==> config.mk <==
export PLATFORM = sky130hd
export DESIGN_NAME = phy_boot_seq
export DESIGN_NICKNAME = d
export VERILOG_FILES = /design/src/rtl/phy_boot_pkg.sv /design/src/rtl/phy_boot_ctrl.sv /design/src/rtl/phy_boot_dp.sv /design/src/rtl/phy_boot_seq.sv
export SDC_FILE = /design/constraint.sdc
export NUM_CORES = 1
export LEC_CHECK = 0
export ABC_CLOCK_PERIOD_IN_PS = 3800
export BUFFER_PORTS_ARGS = -buffer_cell sky130_fd_sc_hd__buf_2
export CAP_MARGIN = 20
export CORE_MARGIN = 5
export CORE_UTILIZATION = 57
export DETAILED_ROUTE_END_ITERATION = 10
export PLACE_DENSITY = 0.95
export SLEW_MARGIN = 20
export SYNTH_ARGS = -nofsm -noshare
export SYNTH_HDL_FRONTEND = slang
export SYNTH_HIERARCHICAL = 1
export SYNTH_SLANG_ARGS = --single-unit
==> constraint.sdc <==
create_clock -name clk -period 3.8 [get_ports clk]
set_clock_uncertainty 0.2 [all_clocks]
set_input_delay 0.76 -clock clk [delete_from_list [all_inputs] [get_ports clk]]
set_output_delay 0.76 -clock clk [all_outputs]
set_load 0.03 [all_outputs]
==> src/rtl/phy_boot_pkg.sv <==
package phy_boot_pkg;

  typedef enum logic [1:0] {
    WSRC_OVR_A  = 2'd0,
    WSRC_OVR_B  = 2'd1,
    WSRC_STREAM = 2'd2
  } wrSrc_e;

  // strobes from control to datapath
  typedef struct packed {
    logic   holdAll;     // assert resets and park secondary lanes
    logic   applyCfg;    // power up and boot mode
    logic   bypassVal;   // memory bypass value applied with applyCfg
    logic   settleLoad;  // start settle window
    logic   relPhy;      // release PHY reset
    logic   relLane;     // release lane reset
    logic   burstLoad;   // start a configuration clock burst
    logic   burstLong;   // 1: long burst, 0: short burst
    logic   wdClear;     // restart polling watchdog
    logic   wdStep;      // count one more burst
    logic   wrLaunch;    // issue a register write
    wrSrc_e wrSel;       // source of that write
    logic   clkRaise;    // drive configuration clock high
    logic   ldSet;       // set load-complete
    logic   clkFall;     // drive configuration clock low
  } ctlStrobe_t;

  typedef struct packed {
    logic settleDone;
    logic burstDone;
    logic wdExpired;
    logic wrIdle;
  } dpStatus_t;

  localparam logic [15:0] OVR_ADDR_A = 16'h31C5;
  localparam logic [15:0] OVR_ADDR_B = 16'h32C5;
  localparam logic [15:0] OVR_DATA   = 16'h8000;

endpackage

==> src/rtl/phy_boot_ctrl.sv <==
module phy_boot_ctrl
  import phy_boot_pkg::*;
(
  input  logic       clk,
  input  logic       rstN,
  input  logic       startPulse,
  input  logic       romBoot,
  input  logic       fwValid,
  input  logic       fwLast,
  input  logic       initDone,
  input  dpStatus_t  st,
  output ctlStrobe_t stb,
  output logic       fwReady,
  output logic       done,
  output logic       timeoutErr
);

  typedef enum logic [4:0] {
    S_IDLE, S_ASSERT, S_CONFIG, S_SETTLE, S_REL_PHY, S_REL_LANE,
    S_POLL1, S_CHK1, S_OVR_A, S_OVR_A_W, S_OVR_B, S_OVR_B_W,
    S_FW, S_FW_W, S_LD_RAISE, S_LD_SET, S_LD_FALL, S_KICK2,
    S_POLL2, S_CHK2, S_DONE, S_FAIL
  } state_e;

  state_e state, nxt;
  logic   romQ;
  logic   lastQ;
  logic   canStart;

  assign canStart = (state == S_IDLE) || (state == S_DONE) || (state == S_FAIL);

  always_ff @(posedge clk or negedge rstN) begin
    if (!rstN) begin
      state <= S_IDLE;
      romQ  <= 1'b0;
      lastQ <= 1'b0;
    end else begin
      state <= nxt;
      if (canStart && startPulse) romQ <= romBoot;
      if (state == S_FW && fwValid) lastQ <= fwLast;
    end
  end

  always_comb begin
    stb     = '0;
    nxt     = state;
    fwReady = 1'b0;
    unique case (state)
      S_IDLE, S_DONE, S_FAIL: if (startPulse) nxt = S_ASSERT;
      S_ASSERT: begin
        stb.holdAll = 1'b1;
        nxt = S_CONFIG;
      end
      S_CONFIG: begin
        stb.applyCfg   = 1'b1;
        stb.bypassVal  = romQ;
        stb.settleLoad = 1'b1;
        nxt = S_SETTLE;
      end
      S_SETTLE: if (st.settleDone) nxt = S_REL_PHY;
      S_REL_PHY: begin
        stb.relPhy = 1'b1;
        nxt = S_REL_LANE;
      end
      S_REL_LANE: begin
        stb.relLane   = 1'b1;
        stb.burstLoad = 1'b1;
        stb.burstLong = 1'b1;
        stb.wdClear   = 1'b1;
        nxt = S_POLL1;
      end
      S_POLL1: if (st.burstDone) nxt = S_CHK1;
      S_CHK1: begin
        if (initDone)          nxt = romQ ? S_DONE : S_OVR_A;
        else if (st.wdExpired) nxt = S_FAIL;
        else begin
          stb.burstLoad = 1'b1;
          stb.burstLong = 1'b1;
          stb.wdStep    = 1'b1;
          nxt = S_POLL1;
        end
      end
      S_OVR_A: begin
        stb.wrLaunch = 1'b1;
        stb.wrSel    = WSRC_OVR_A;
        nxt = S_OVR_A_W;
      end
      S_OVR_A_W: if (st.wrIdle) nxt = S_OVR_B;
      S_OVR_B: begin
        stb.wrLaunch = 1'b1;
        stb.wrSel    = WSRC_OVR_B;
        nxt = S_OVR_B_W;
      end
      S_OVR_B_W: if (st.wrIdle) nxt = S_FW;
      S_FW: begin
        fwReady = 1'b1;
        if (fwValid) begin
          stb.wrLaunch = 1'b1;
          stb.wrSel    = WSRC_STREAM;
          nxt = S_FW_W;
        end
      end
      S_FW_W: if (st.wrIdle) nxt = lastQ ? S_LD_RAISE : S_FW;
      S_LD_RAISE: begin
        stb.clkRaise = 1'b1;
        nxt = S_LD_SET;
      end
      S_LD_SET: begin
        stb.ldSet = 1'b1;
        nxt = S_LD_FALL;
      end
      S_LD_FALL: begin
        stb.clkFall = 1'b1;
        nxt = S_KICK2;
      end
      S_KICK2: begin
        stb.burstLoad = 1'b1;
        stb.wdClear   = 1'b1;
        nxt = S_POLL2;
      end
      S_POLL2: if (st.burstDone) nxt = S_CHK2;
      S_CHK2: begin
        if (initDone)          nxt = S_DONE;
        else if (st.wdExpired) nxt = S_FAIL;
        else begin
          stb.burstLoad = 1'b1;
          stb.wdStep    = 1'b1;
          nxt = S_POLL2;
        end
      end
      default: nxt = S_IDLE;
    endcase
  end

  assign done       = (state == S_DONE);
  assign timeoutErr = (state == S_FAIL);

endmodule

==> src/rtl/phy_boot_dp.sv <==
module phy_boot_dp
  import phy_boot_pkg::*;
#(
  parameter int ADDR_W      = 16,
  parameter int DATA_W      = 16,
  parameter int SEC_LANES   = 4,
  parameter int SETTLE_CYC  = 2000,
  parameter int POLL_LIMIT  = 64,
  parameter int LONG_BURST  = 10,
  parameter int SHORT_BURST = 8
) (
  input  logic                 clk,
  input  logic                 rstN,
  input  ctlStrobe_t           stb,
  input  logic [ADDR_W-1:0]    fwAddr,
  input  logic [DATA_W-1:0]    fwData,
  input  logic                 wrAck,
  output dpStatus_t            st,
  output logic                 wrReq,
  output logic [ADDR_W-1:0]    wrAddr,
  output logic [DATA_W-1:0]    wrData,
  output logic                 phyReset,
  output logic                 laneReset,
  output logic [SEC_LANES-1:0] secTxDisable,
  output logic [SEC_LANES-1:0] secTxReset,
  output logic                 anaPwrEn,
  output logic                 testPowerDown,
  output logic                 memBypass,
  output logic                 loadDone,
  output logic                 cfgClk
);

  localparam int SETTLE_W = $clog2(SETTLE_CYC + 1);
  localparam int PH_W     = $clog2(2 * LONG_BURST + 1);
  localparam int WD_W     = $clog2(POLL_LIMIT + 1);

  logic [SETTLE_W-1:0] settleCnt;
  logic [PH_W-1:0]     phaseCnt;
  logic [WD_W-1:0]     wdCnt;

  // reset, power and boot configuration
  always_ff @(posedge clk or negedge rstN) begin
    if (!rstN) begin
      phyReset      <= 1'b0;
      laneReset     <= 1'b0;
      anaPwrEn      <= 1'b0;
      testPowerDown <= 1'b1;
      memBypass     <= 1'b0;
      loadDone      <= 1'b0;
    end else begin
      if (stb.holdAll) begin
        phyReset  <= 1'b1;
        laneReset <= 1'b1;
      end
      if (stb.relPhy)  phyReset  <= 1'b0;
      if (stb.relLane) laneReset <= 1'b0;
      if (stb.applyCfg) begin
        anaPwrEn      <= 1'b1;
        testPowerDown <= 1'b0;
        loadDone      <= 1'b0;
        memBypass     <= stb.bypassVal;
      end
      if (stb.ldSet) loadDone <= 1'b1;
    end
  end

  // secondary-protocol transmit lanes, parked per lane
  for (genvar g = 0; g < SEC_LANES; g++) begin : g_sec
    logic disQ, rstQ;
    always_ff @(posedge clk or negedge rstN) begin
      if (!rstN) begin
        disQ <= 1'b0;
        rstQ <= 1'b0;
      end else if (stb.holdAll) begin
        disQ <= 1'b1;
        rstQ <= 1'b1;
      end
    end
    assign secTxDisable[g] = disQ;
    assign secTxReset[g]   = rstQ;
  end

  // settle window
  always_ff @(posedge clk or negedge rstN) begin
    if (!rstN)                settleCnt <= '0;
    else if (stb.settleLoad)  settleCnt <= SETTLE_W'(SETTLE_CYC);
    else if (settleCnt != '0) settleCnt <= settleCnt - 1'b1;
  end

  // configuration clock: bursts plus explicit raise/fall
  always_ff @(posedge clk or negedge rstN) begin
    if (!rstN) begin
      phaseCnt <= '0;
      cfgClk   <= 1'b0;
    end else if (stb.burstLoad) begin
      phaseCnt <= stb.burstLong ? PH_W'(2 * LONG_BURST) : PH_W'(2 * SHORT_BURST);
    end else if (phaseCnt != '0) begin
      phaseCnt <= phaseCnt - 1'b1;
      cfgClk   <= ~cfgClk;
    end else if (stb.clkRaise) begin
      cfgClk <= 1'b1;
    end else if (stb.clkFall) begin
      cfgClk <= 1'b0;
    end
  end

  // polling watchdog, counts bursts
  always_ff @(posedge clk or negedge rstN) begin
    if (!rstN)            wdCnt <= '0;
    else if (stb.wdClear) wdCnt <= '0;
    else if (stb.wdStep)  wdCnt <= wdCnt + 1'b1;
  end

  // register write port
  always_ff @(posedge clk or negedge rstN) begin
    if (!rstN) begin
      wrReq  <= 1'b0;
      wrAddr <= '0;
      wrData <= '0;
    end else if (stb.wrLaunch) begin
      wrReq <= 1'b1;
      unique case (stb.wrSel)
        WSRC_OVR_A: begin
          wrAddr <= ADDR_W'(OVR_ADDR_A);
          wrData <= DATA_W'(OVR_DATA);
        end
        WSRC_OVR_B: begin
          wrAddr <= ADDR_W'(OVR_ADDR_B);
          wrData <= DATA_W'(OVR_DATA);
        end
        default: begin
          wrAddr <= fwAddr;
          wrData <= fwData;
        end
      endcase
    end else if (wrReq && wrAck) begin
      wrReq <= 1'b0;
    end
  end

  assign st.settleDone = (settleCnt == '0);
  assign st.burstDone  = (phaseCnt == '0);
  assign st.wdExpired  = (wdCnt == WD_W'(POLL_LIMIT - 1));
  assign st.wrIdle     = !wrReq;

endmodule

==> src/rtl/phy_boot_seq.sv <==
module phy_boot_seq
  import phy_boot_pkg::*;
#(
  parameter int ADDR_W     = 16,
  parameter int DATA_W     = 16,
  parameter int SEC_LANES  = 4,
  parameter int SETTLE_CYC = 2000,
  parameter int POLL_LIMIT = 64
) (
  input  logic                 clk,
  input  logic                 rstN,
  input  logic                 startPulse,
  input  logic                 romBoot,
  input  logic                 fwValid,
  output logic                 fwReady,
  input  logic [ADDR_W-1:0]    fwAddr,
  input  logic [DATA_W-1:0]    fwData,
  input  logic                 fwLast,
  input  logic                 initDone,
  output logic                 wrReq,
  output logic [ADDR_W-1:0]    wrAddr,
  output logic [DATA_W-1:0]    wrData,
  input  logic                 wrAck,
  output logic                 phyReset,
  output logic                 laneReset,
  output logic [SEC_LANES-1:0] secTxDisable,
  output logic [SEC_LANES-1:0] secTxReset,
  output logic                 anaPwrEn,
  output logic                 testPowerDown,
  output logic                 memBypass,
  output logic                 loadDone,
  output logic                 cfgClk,
  output logic                 done,
  output logic                 timeoutErr
);

  ctlStrobe_t stb;
  dpStatus_t  st;

  phy_boot_ctrl u_ctrl (
    .clk        (clk),
    .rstN       (rstN),
    .startPulse (startPulse),
    .romBoot    (romBoot),
    .fwValid    (fwValid),
    .fwLast     (fwLast),
    .initDone   (initDone),
    .st         (st),
    .stb        (stb),
    .fwReady    (fwReady),
    .done       (done),
    .timeoutErr (timeoutErr)
  );

  phy_boot_dp #(
    .ADDR_W     (ADDR_W),
    .DATA_W     (DATA_W),
    .SEC_LANES  (SEC_LANES),
    .SETTLE_CYC (SETTLE_CYC),
    .POLL_LIMIT (POLL_LIMIT)
  ) u_dp (
    .clk           (clk),
    .rstN          (rstN),
    .stb           (stb),
    .fwAddr        (fwAddr),
    .fwData        (fwData),
    .wrAck         (wrAck),
    .st            (st),
    .wrReq         (wrReq),
    .wrAddr        (wrAddr),
    .wrData        (wrData),
    .phyReset      (phyReset),
    .laneReset     (laneReset),
    .secTxDisable  (secTxDisable),
    .secTxReset    (secTxReset),
    .anaPwrEn      (anaPwrEn),
    .testPowerDown (testPowerDown),
    .memBypass     (memBypass),
    .loadDone      (loadDone),
    .cfgClk        (cfgClk)
  );

endmodule

=== After elaboration in Yosys (flattened, before gate mapping) ===
Cells that the tools add are included.
Widths: inputs -> output; s select.

* Input port bits: 40
* Register bits: 71
* Output and inout bits: 51
* Logic and storage cells: 130

* Eq/ne operators: 31
* Bitwise operators: 2
* Multiplexer cells: 52
* $add $sub $neg: 3
* Reduce and logical (&&, ||, !) cells: 25

{| class="wikitable"
|+ Operators with widths
! kind !! count
|-
| $pmux 5 s20 || 1
|-
| $mux 5 || 14
|-
| $eq 5x4->1 const B || 8
|-
| $pmux 16 s2 || 1
|-
| $eq 5x5->1 const B || 6
|-
| $mux 11 || 2
|-
| $mux 1 || 21
|-
| $eq 5x3->1 const B || 4
|-
| $mux 16 || 1
|-
| $ne 2x2->1 const B || 8
|-
| $mux 7 || 2
|-
| $reduce_bool 2->1 || 7
|-
| $mux 3 || 4
|-
| $logic_not 11->1 || 1
|-
| $reduce_bool 11->1 || 1
|-
| $sub 11x1->11 const B || 1
|-
| $eq 5x2->1 const B || 2
|-
| $logic_not 5->1 || 2
|-
| $pmux 3 s3 || 1
|-
| $reduce_and 8->1 || 1
|-
| $add 7x1->7 const B || 1
|-
| $eq 7x6->1 const B || 1
|-
| $mux 2 || 3
|-
| $reduce_or 2->1 || 3
|-
| other kinds (13) || 17
|}

=== Longest topological paths before layout ===
Gate-level depths: netlist (run 1).

* Depth after elaboration: 6
* Depth in mapped cells: 10
* Mapped depth without buffers: 9

=== Hierarchy ===
Netlist (run 1), hierarchy kept.

{| class="wikitable"
|+ Modules (own cells, without submodules)
! module !! seq. area each (µm²) !! instances !! area each (µm²) !! cells an instance
|-
| phy_boot_dp || 1602.8 || 1 || 2845.2 || 287
|-
| phy_boot_ctrl || 175.2 || 1 || 735.7 || 103
|}

=== Least setup slack after synthesis (run 1) ===
No wires, ideal clock.

* Kind: flip-flop to flip-flop
* Start: register u_ctrl.state[1]
* End: register u_dp.wrAddr[12]
* Cell stages (with the launch flop): 10
* Required time: 3.518 ns
* Arrival time: 2.553 ns
* Buffers on the path: 3
* Clock period less this slack: 2.835 ns
* Setup time: 0.082 ns
* Slack: 0.965 ns
* Cell sequence: dfrtp_1 > or2_1 > buf_6 > nor3_1 > nand2_1 > o31ai_1 > clkbuf_1 > buf_1 > nor2_1 > a31oi_1

{| class="wikitable"
|+ RTL lines
! item !! line !! source
|-
| start: declaration || phy_boot_ctrl.sv:25 || <nowiki>state_e state, nxt;</nowiki>
|-
| start signal: assignment || phy_boot_ctrl.sv:38 || <nowiki>state <= nxt;</nowiki>
|-
| end signal: assignment || phy_boot_dp.sv:124 || <nowiki>wrAddr <= ADDR_W'(OVR_ADDR_A);</nowiki>
|-
| end signal: assignment || phy_boot_dp.sv:128 || <nowiki>wrAddr <= ADDR_W'(OVR_ADDR_B);</nowiki>
|-
| end signal: assignment || phy_boot_dp.sv:132 || <nowiki>wrAddr <= fwAddr;</nowiki>
|-
| end: declaration || phy_boot_dp.sv:20 || <nowiki>output logic [ADDR_W-1:0] wrAddr,</nowiki>
|}

==> results.txt, run 1 <==
----------------------------------------------------
[Run status]
  Outcome ... finished clean

[Global route]
  Total global routing track utilization ... 23.3%
  Global route overflow ... 0
  Initial antenna violation count ... 0
  Maximum number of pins on one net before global-route repair ... 62
  Wire length of the first global-routing pass ... 14,200 um
  Vias in the first global route ... 3,024

[Routing]
  Antenna Violating Nets Remaining ... 0
  Via/cell ratio ... 5.74
  Wire length after detailed routing ... 8830 um
  Number of violations reported at the end of detailed-routing iteration 0 ... 243
  Via count ... 3,122
  Wire length per cell ... 16.2 um
  Initial DRT Pass Iterations ... 5
  Post-detailed-route DRC marker count ... 0

[Finish]
  Final design instance area without fill ... 4210 um^2
  Number of fillers in the final layout ... 425
  Filler-free cell count of the finished design ... 544
  Final net count ... 507
  Diode count ... 0
  Fraction of layout instances using a drive strength above 1 ... 27.3%
  Area growth from synthesis to layout ... 17.5%

[CTS]
  Post-CTS setup repair buffer count ... 0
  Longest Clk Path Bufs ... 2
  Root Buffer Master ... clkbuf_8
  CTS tree ... done
  Count of H-tree levels built during CTS ... 3
  Hold buffer count at CTS ... 0
  Reg clk slew, reported paths ... 0.08 ns
  Resize count post-CTS ... 0
  Clock latency at the later pin of the worst-skew pair ... 0.34 ns
  Number of clock sinks ... 71
  TritonCTS Buffers ... 9

[Critical path]
  Largest fanout on the critical path ... 24
  Startpoint-to-endpoint class of the critical path ... flop to flop
  Cell-by-cell listing of the critical path ... xor2_1 > nand2b_1 > nor4_1 > nand4_1 > or3_1 > a21oi_1
  Biggest cell delay along the critical path ... 0.85 ns
  Arr. time, crit path ... 3.05 ns
  Type of element launching the critical path ... flop
  Worst path slowest cell ... dfrtp_1
  Type of element capturing the critical path ... flop
  Required time of the worst setup path ... 3.87 ns

[Logic synthesis]
  Post-synth top flop ... dfrtp_1
  Library cell with the largest summed area after synthesis ... dfrtp_1
  Share of synthesized registers carrying an async set or reset ... 100%
  Post-synthesis cell count ... 390
  Net Count, Synth ... 433
  Xor-xnor portion of the synthesized cell area ... 2.45%
  Dominant cells by area after synthesis ... dfrtp_1 (49%), o21ai_0 (4.8%), inv_1 (4.4%)
  Yosys Warn Count ... 6
  Mux contribution to synthesized area ... 2.52%
  Number of distinct library cells after synthesis ... 59
  Number of synthesized flops with an enable pin ... 0
  Post-synthesis instance area ... 3580 um^2
  Post-synthesis average cell area ... 9.18 um^2
  Leading post-synthesis cells by instance count ... dfrtp_1 (70), inv_1 (42), o21ai_0 (34), nor2_1 (33), nand3_1 (27)
  Compound-gate portion of the synthesized area ... 13.0%
  Most numerous cell in the Yosys netlist ... dfrtp_1
  Main combinational cell family by area after synthesis ... simple AND/OR/NAND/NOR gates
  Portion of synthesized cell area occupied by the leading cell type ... 48.9%
  Simple-Gate Fraction of Synth Area ... 22.2%
  Part of the Yosys area used for sequential elements ... 49.7%
  Adder-cell share of the synthesized area ... 1.05%
  Number of storage elements in the synthesis netlist ... 71

[Floorplanning]
  Die footprint ... 7970 um^2
  Chip Width ... 89.3 um
  Standard cell core area ... 6030 um^2
  Row cnt ... 28
  Effective utilization at floorplan ... 59.4%
  Die Y-Extent ... 89.3 um
  Number of ports placed on the die boundary ... 91

[Pwr]
  Total chip power ... 2.90 mW
  Peak VDD IR ... 529 uV
  Leakage Power ... 1.91 nW
  Cell area power density ... 689 nW/um^2

[STA]
  Hold Fails Final Rpt ... 0
  Hold_ws ... 0.263 ns
  Final clock period utilization by the worst path ... 78.5%
  RSZ-0062 raised after global routing ... false
  Relative max-transition margin ... 41.5%
  Min Clock Period, post-route ... 2.98 ns
  Endpoints failing setup ... 0
  Final slew viol count ... 0
  Achievable clock frequency ... 0.335 GHz
  Total negative slack ... 0 ns
  Pin slew with the least headroom to its limit ... 0.869 ns

[Placed design]
  Placed wire-length estimate ... 6170 um
  Total placed instance area ... 4010 um^2
  Routability congestion estimate from global placement ... 0.880
  Total of buffers placed on input and output ports ... 90
  Cell count after placement ... 528

[Worst hold path]
  Min-delay worst type ... primary input to async pin

[Job]
  Maximum capacitance violations ... 0

----------------------------------------------------
## power by group
part           internal (mW)  total, mW  switching [mW]  leakage [nW]
Sequential             0.932       1.20           0.270         0.870
Clock                  0.307      0.605           0.298        0.0891
Combinational          0.434       1.09           0.657         0.953
Total                   1.67       2.90            1.23          1.91
## cell type report
| type | count | area [um^2] | area share (%) |
|---|---|---|---|
| Sequential cell | 71 | 1780 | 42.3 |
| Multi-Input combinational cell | 245 | 1490 | 35.5 |
| Inverter | 42 | 158 | 3.75 |
| Tap cell | 75 | 93.8 | 2.23 |
| Timing Repair Buffer | 95 | 488 | 11.6 |
| Clock inverter | 6 | 70.1 | 1.67 |
| Clock buffer | 10 | 128 | 3.03 |
## stage by stage
| stage | setup slack [ns] | util (%) |
|---|---|---|
| final | 0.816 | 69.8 |
| after global routing | 0.539 | 69.8 |
| after CTS | 0.851 | 69.8 |
| after detailed placement | 0.872 | 66.5 |
| after global placement | 1.05 | 66.5 |
| after floorplan | 0.965 | - |
## placed cells by master, fill, tap and decap left out, types with 4 or more instances in the layout
master and instances:
nand2b_1 6, or3_1 5, xor2_1 4, nor2b_1 5
nor3_1 23, inv_1 42, a21oi_1 12, nand3_1 27
clkbuf_8 9, a31oi_1 8, nor2_1 33, dfrtp_1 70
buf_2 90, buf_4 5, xnor2_1 6, o21ai_0 34
nand2_1 15, nor4_1 6
## sequential cells by signal, summed over array words and instances (netlist names)
signal,cells
u_dp/wrAddr,16
u_dp/wrData,16
u_dp/settleCnt,11
u_dp/wdCnt,7
u_ctrl/state,5
u_dp/phaseCnt,5
u_ctrl/lastQ,1
u_ctrl/romQ,1
u_dp/anaPwrEn,1
u_dp/cfgClk,1
u_dp/g_sec.rstQ,1
u_dp/laneReset,1
u_dp/loadDone,1
u_dp/memBypass,1
u_dp/phyReset,1
u_dp/testPowerDown,1
u_dp/wrReq,1
## cell families (layout without fill, tap and decap cells)
| family | Yosys count | in the layout |
|---|---|---|
| mux | 8 | 8 |
| fa+ha+maj | 3 | 3 |
| xor+xnor | 10 | 10 |
| flops | 71 | 71 |
| simple gates | 147 | 147 |
| buf+inv | 74 | 153 |
| compound gates | 77 | 77 |
## critical path, delay by kind of cell, from the launching register on
family	cells	cell delay, ns
simple gates	4	1.48
flops	1	0.85
compound gates	1	0.14
xor+xnor	1	0.23
## worst paths after layout
kind                                              from  slack, ns                           to  cells past startpoint
hold / removal                                    rstN       0.26  u_ctrl/state[2]$_DFFE_PN0P_                      1
setup reg to reg           u_ctrl/state[4]$_DFFE_PN0P_       0.82    u_dp/wdCnt[5]$_DFFE_PN0P_                      6
setup / recovery           u_ctrl/state[4]$_DFFE_PN0P_       0.82    u_dp/wdCnt[5]$_DFFE_PN0P_                      6
max in group asynchronous                         rstN       2.34   u_dp/wrData[6]$_DFFE_PN0P_                      2
min in group clk             u_dp/anaPwrEn$_DFFE_PN0P_       0.27    u_dp/anaPwrEn$_DFFE_PN0P_                      1
hold reg to reg              u_dp/anaPwrEn$_DFFE_PN0P_       0.27    u_dp/anaPwrEn$_DFFE_PN0P_                      1
## layer usage
| metal | global-route usage (%) | share of wire [%] | up-vias | wire length [um] |
|---|---|---|---|---|
| li1 | - | - | 1482 | - |
| met1 | 29.5 | 39 | 1477 | 3450 |
| met2 | 39.2 | 51 | 132 | 4490 |
| met3 | 3.78 | 7.4 | 31 | 657 |
| met4 | 11.0 | 2.7 | 0 | 237 |
| met5 | 0 | 0 | - | 0 |
Note: power is estimated with default switching activity, not from simulation.
==> run 2: changes to the inputs <==
--- a/config.mk
+++ b/config.mk
@@ -5,13 +5,13 @@
 export SDC_FILE = /design/constraint.sdc
 export NUM_CORES = 1
 export LEC_CHECK = 0
-export ABC_CLOCK_PERIOD_IN_PS = 3800
+export ABC_CLOCK_PERIOD_IN_PS = 2850
 export BUFFER_PORTS_ARGS = -buffer_cell sky130_fd_sc_hd__buf_2
 export CAP_MARGIN = 20
 export CORE_MARGIN = 5
-export CORE_UTILIZATION = 57
+export CORE_UTILIZATION = 53
 export DETAILED_ROUTE_END_ITERATION = 10
-export PLACE_DENSITY = 0.95
+export PLACE_DENSITY = 0.9
 export SLEW_MARGIN = 20
 export SYNTH_ARGS = -nofsm -noshare
 export SYNTH_HDL_FRONTEND = slang
==> constraint.sdc (replaced) <==
create_clock -name clk -period 2.85 [get_ports clk]
set_clock_uncertainty 0.2 [all_clocks]
set_input_delay 0.57 -clock clk [delete_from_list [all_inputs] [get_ports clk]]
set_output_delay 0.57 -clock clk [all_outputs]
set_load 0.03 [all_outputs]
==> results.txt, run 2 (synthesized netlist as in run 1, its figures left out) <==
----------------------------------------------------
[CTS]
  Reg clk slew, reported paths ... 0.08 ns (about the same)
  Count of H-tree levels built during CTS ... 3 (unchanged)
  TritonCTS Buffers ... 9 (unchanged)
  Longest Clk Path Bufs ... 2 (unchanged)
  Root Buffer Master ... clkbuf_8
  Number of clock sinks ... 71 (unchanged)
  Clock latency at the later pin of the worst-skew pair ... 0.34 ns (about the same)
  CTS tree ... done

[Global route]
  Total global routing track utilization ... 21.6% (-1.7 points)
  Initial antenna violation count ... 0 (unchanged)
  Vias in the first global route ... 3,211 (+6.2%)
  Global route overflow ... 0 (unchanged)
  Wire length of the first global-routing pass ... 14,600 um (+3.0%)
  Maximum number of pins on one net before global-route repair ... 61 (-1.6%)

[Finish]
  Most common library cell in the layout ignoring fill and taps ... buf_2
  Area growth from synthesis to layout ... 19.5%
  Registers with the most flip-flops ... u_dp/wrAddr (16), u_dp/wrData (16), u_dp/settleCnt (11)
  Commonest cells after routing, fill and taps aside ... buf_2 (90), dfrtp_1 (70), inv_1 (42)
  Number of fillers in the final layout ... 505 (+19%)
  Final core occ ... 64.0% (-5.8 points)
  Filler-free cell count of the finished design ... 556 (+2.2%)
  Final design instance area without fill ... 4280 um^2 (+1.7%)
  Fraction of layout instances using a drive strength above 1 ... 28.6% (+1.3 points)
  Diode count ... 0 (unchanged)
  Final net count ... 514 (+1.4%)

[STA]
  Final clock period utilization by the worst path ... 91.5% (+13 points)
  Endpoints failing setup ... 0 (unchanged)
  RSZ-0062 raised after global routing ... false
  Achievable clock frequency ... 0.384 GHz (+14%)
  Final slew viol count ... 0 (unchanged)
  Pin slew with the least headroom to its limit ... 0.658 ns (-0.211 ns)
  Hold Fails Final Rpt ... 0 (unchanged)
  Min Clock Period, post-route ... 2.61 ns (-0.377 ns)
  Relative max-transition margin ... 55.7% (+14 points)
  Total negative slack ... 0 ns (unchanged)

[Routing]
  Via/cell ratio ... 5.75 (+0.13%)
  Wire length per cell ... 15.7 um (-3.4%)
  Wire length after detailed routing ... 8720 um (-1.2%)
  Via count ... 3,195 (+2.3%)
  Number of violations reported at the end of detailed-routing iteration 0 ... 182 (-25%)
  Initial DRT Pass Iterations ... 5 (unchanged)
  Post-detailed-route DRC marker count ... 0 (unchanged)
  Antenna Violating Nets Remaining ... 0 (unchanged)

[Pwr]
  Internal Dissipation ... 2.29 mW (+37%)
  Leakage Power ... 1.96 nW (+2.4%)
  Portion of total power attributed to combinational logic ... 41.9% (+4.2 points)
  Peak VDD IR ... 419 uV (-21%)
  Switching part of the total power ... 42.2% (-0.11 points)
  Cell area power density ... 925 nW/um^2 (+34%)
  Clock group share of total power ... 20.2% (-0.7 points)
  Relative contribution of sequential cells to total power ... 37.9% (-3.6 points)
  Net switching power ... 1.67 mW (+36%)

[Critical path]
  Largest fanout on the critical path ... 9 (-63%)
  Type of element launching the critical path ... flop
  Arr. time, crit path ... 2.64 ns (-0.41 ns)
  Required time of the worst setup path ... 2.88 ns (-0.99 ns)
  Startpoint-to-endpoint class of the critical path ... flop to flop
  Type of element capturing the critical path ... flop

[Floorplanning]
  Effective utilization at floorplan ... 53.6% (-5.8 points)
  Standard cell core area ... 6680 um^2 (+11%)
  Number of ports placed on the die boundary ... 91 (unchanged)
  Die footprint ... 8500 um^2 (+6.7%)
  Die Y-Extent ... 92.2 um (+3.3%)
  Chip Width ... 92.2 um (+3.3%)
  Row cnt ... 30 (+7.1%)

[Placed design]
  Total of buffers placed on input and output ports ... 90 (unchanged)
  Total placed instance area ... 4080 um^2 (+1.8%)
  Cell count after placement ... 540 (+2.3%)
  Routability congestion estimate from global placement ... 0.916 (+4.0%)
  Placed wire-length estimate ... 6270 um (+1.8%)

[Job]
  Maximum capacitance violations ... 0 (unchanged)

[Worst hold path]
  Min-delay worst type ... primary input to async pin

[Run status]
  Outcome ... finished clean

----------------------------------------------------
[run 2: power by group through the flow]
| stage | Sequential, mW | Combinational, mW | Clock [mW] |
|---|---|---|---|
| 6_report | 1.50 | 1.66 | 0.800 |
| 5_1_grt | 1.54 | 1.82 | 0.865 |
| 4_1_cts | 1.49 | 1.64 | 0.814 |
| 3_5_place_dp | 1.51 | 1.62 | 0 |
| 3_3_place_gp | 1.49 | 1.55 | 0 |
| 2_1_floorplan | 1.56 | 1.12 | 0 |
[run 2: repair_timing]
action / in CTS / in global routing
hold buffers: 0 / 0
buffers inserted: 0 / 0
endpoints found under the setup margin: 0 / 1
gates resized for setup: 0 / 1
[run 2: layout make-up]
type / instances / area (um^2) / area share (%)
Timing Repair Buffer: 102 / 553 / 12.9
Tap cell: 80 / 100 / 2.34
Clock inverter: 6 / 68.8 / 1.61
Multi-Input combinational cell: 245 / 1490 / 34.9
Clock buffer: 10 / 128 / 2.98
Sequential cell: 71 / 1780 / 41.5
Inverter: 42 / 158 / 3.68
[run 2: worst paths after layout]
check | start | endpoint | slack [ns] | cells after the start
worst max-delay path | u_dp/settleCnt[1]$_DFFE_PN0P_ | u_ctrl/state[0]$_DFFE_PN0P_ | 0.24 | 9
worst min-delay path | rstN | u_dp/phaseCnt[1]$_DFFE_PN0P_ | 0.02 | 1
worst max register to register | u_dp/settleCnt[1]$_DFFE_PN0P_ | u_ctrl/state[0]$_DFFE_PN0P_ | 0.24 | 9
worst min register to register | u_dp/anaPwrEn$_DFFE_PN0P_ | u_dp/anaPwrEn$_DFFE_PN0P_ | 0.27 | 1
max in group asynchronous | rstN | u_ctrl/lastQ$_DFFE_PN0P_ | 1.62 | 2
min in group clk | wrAck | u_dp/wrReq$_DFFE_PN0P_ | 0.21 | 2
[run 2: worst max-delay path, stage by stage, from the launching register on]
cell	delay, ns
dfrtp_1	0.40
inv_1	0.10
ha_1	0.20
nor3b_2	0.28
and3_2	0.35
nor3_1	0.08
a22oi_1	0.21
o211ai_2	0.19
nor2_2	0.19
mux2_4	0.31
[run 2: layer usage]
layer | part of all wire [%] | routed length (um) | vias to the layer above | track usage (%)
met5 | 0 | 0 | - | 0
met4 | 3.2 | 279 | 0 | 10.4
met3 | 6.5 | 564 | 28 | 4.84
met2 | 51 | 4440 | 161 | 36.3
met1 | 39 | 3430 | 1506 | 26.2
li1 | - | - | 1500 | -
[run 2: per-stage QoR]
stage	worst slack (ns)	total power [mW]	hold WS, ns
6_report	0.243	3.96	0.0208
5_1_grt	0.100	4.22	0.0572
4_1_cts	0.187	3.94	0.0298
3_5_place_dp	0.265	3.13	0.248
3_3_place_gp	0.394	3.04	0.247
2_1_floorplan	0.0146	2.67	0.0744
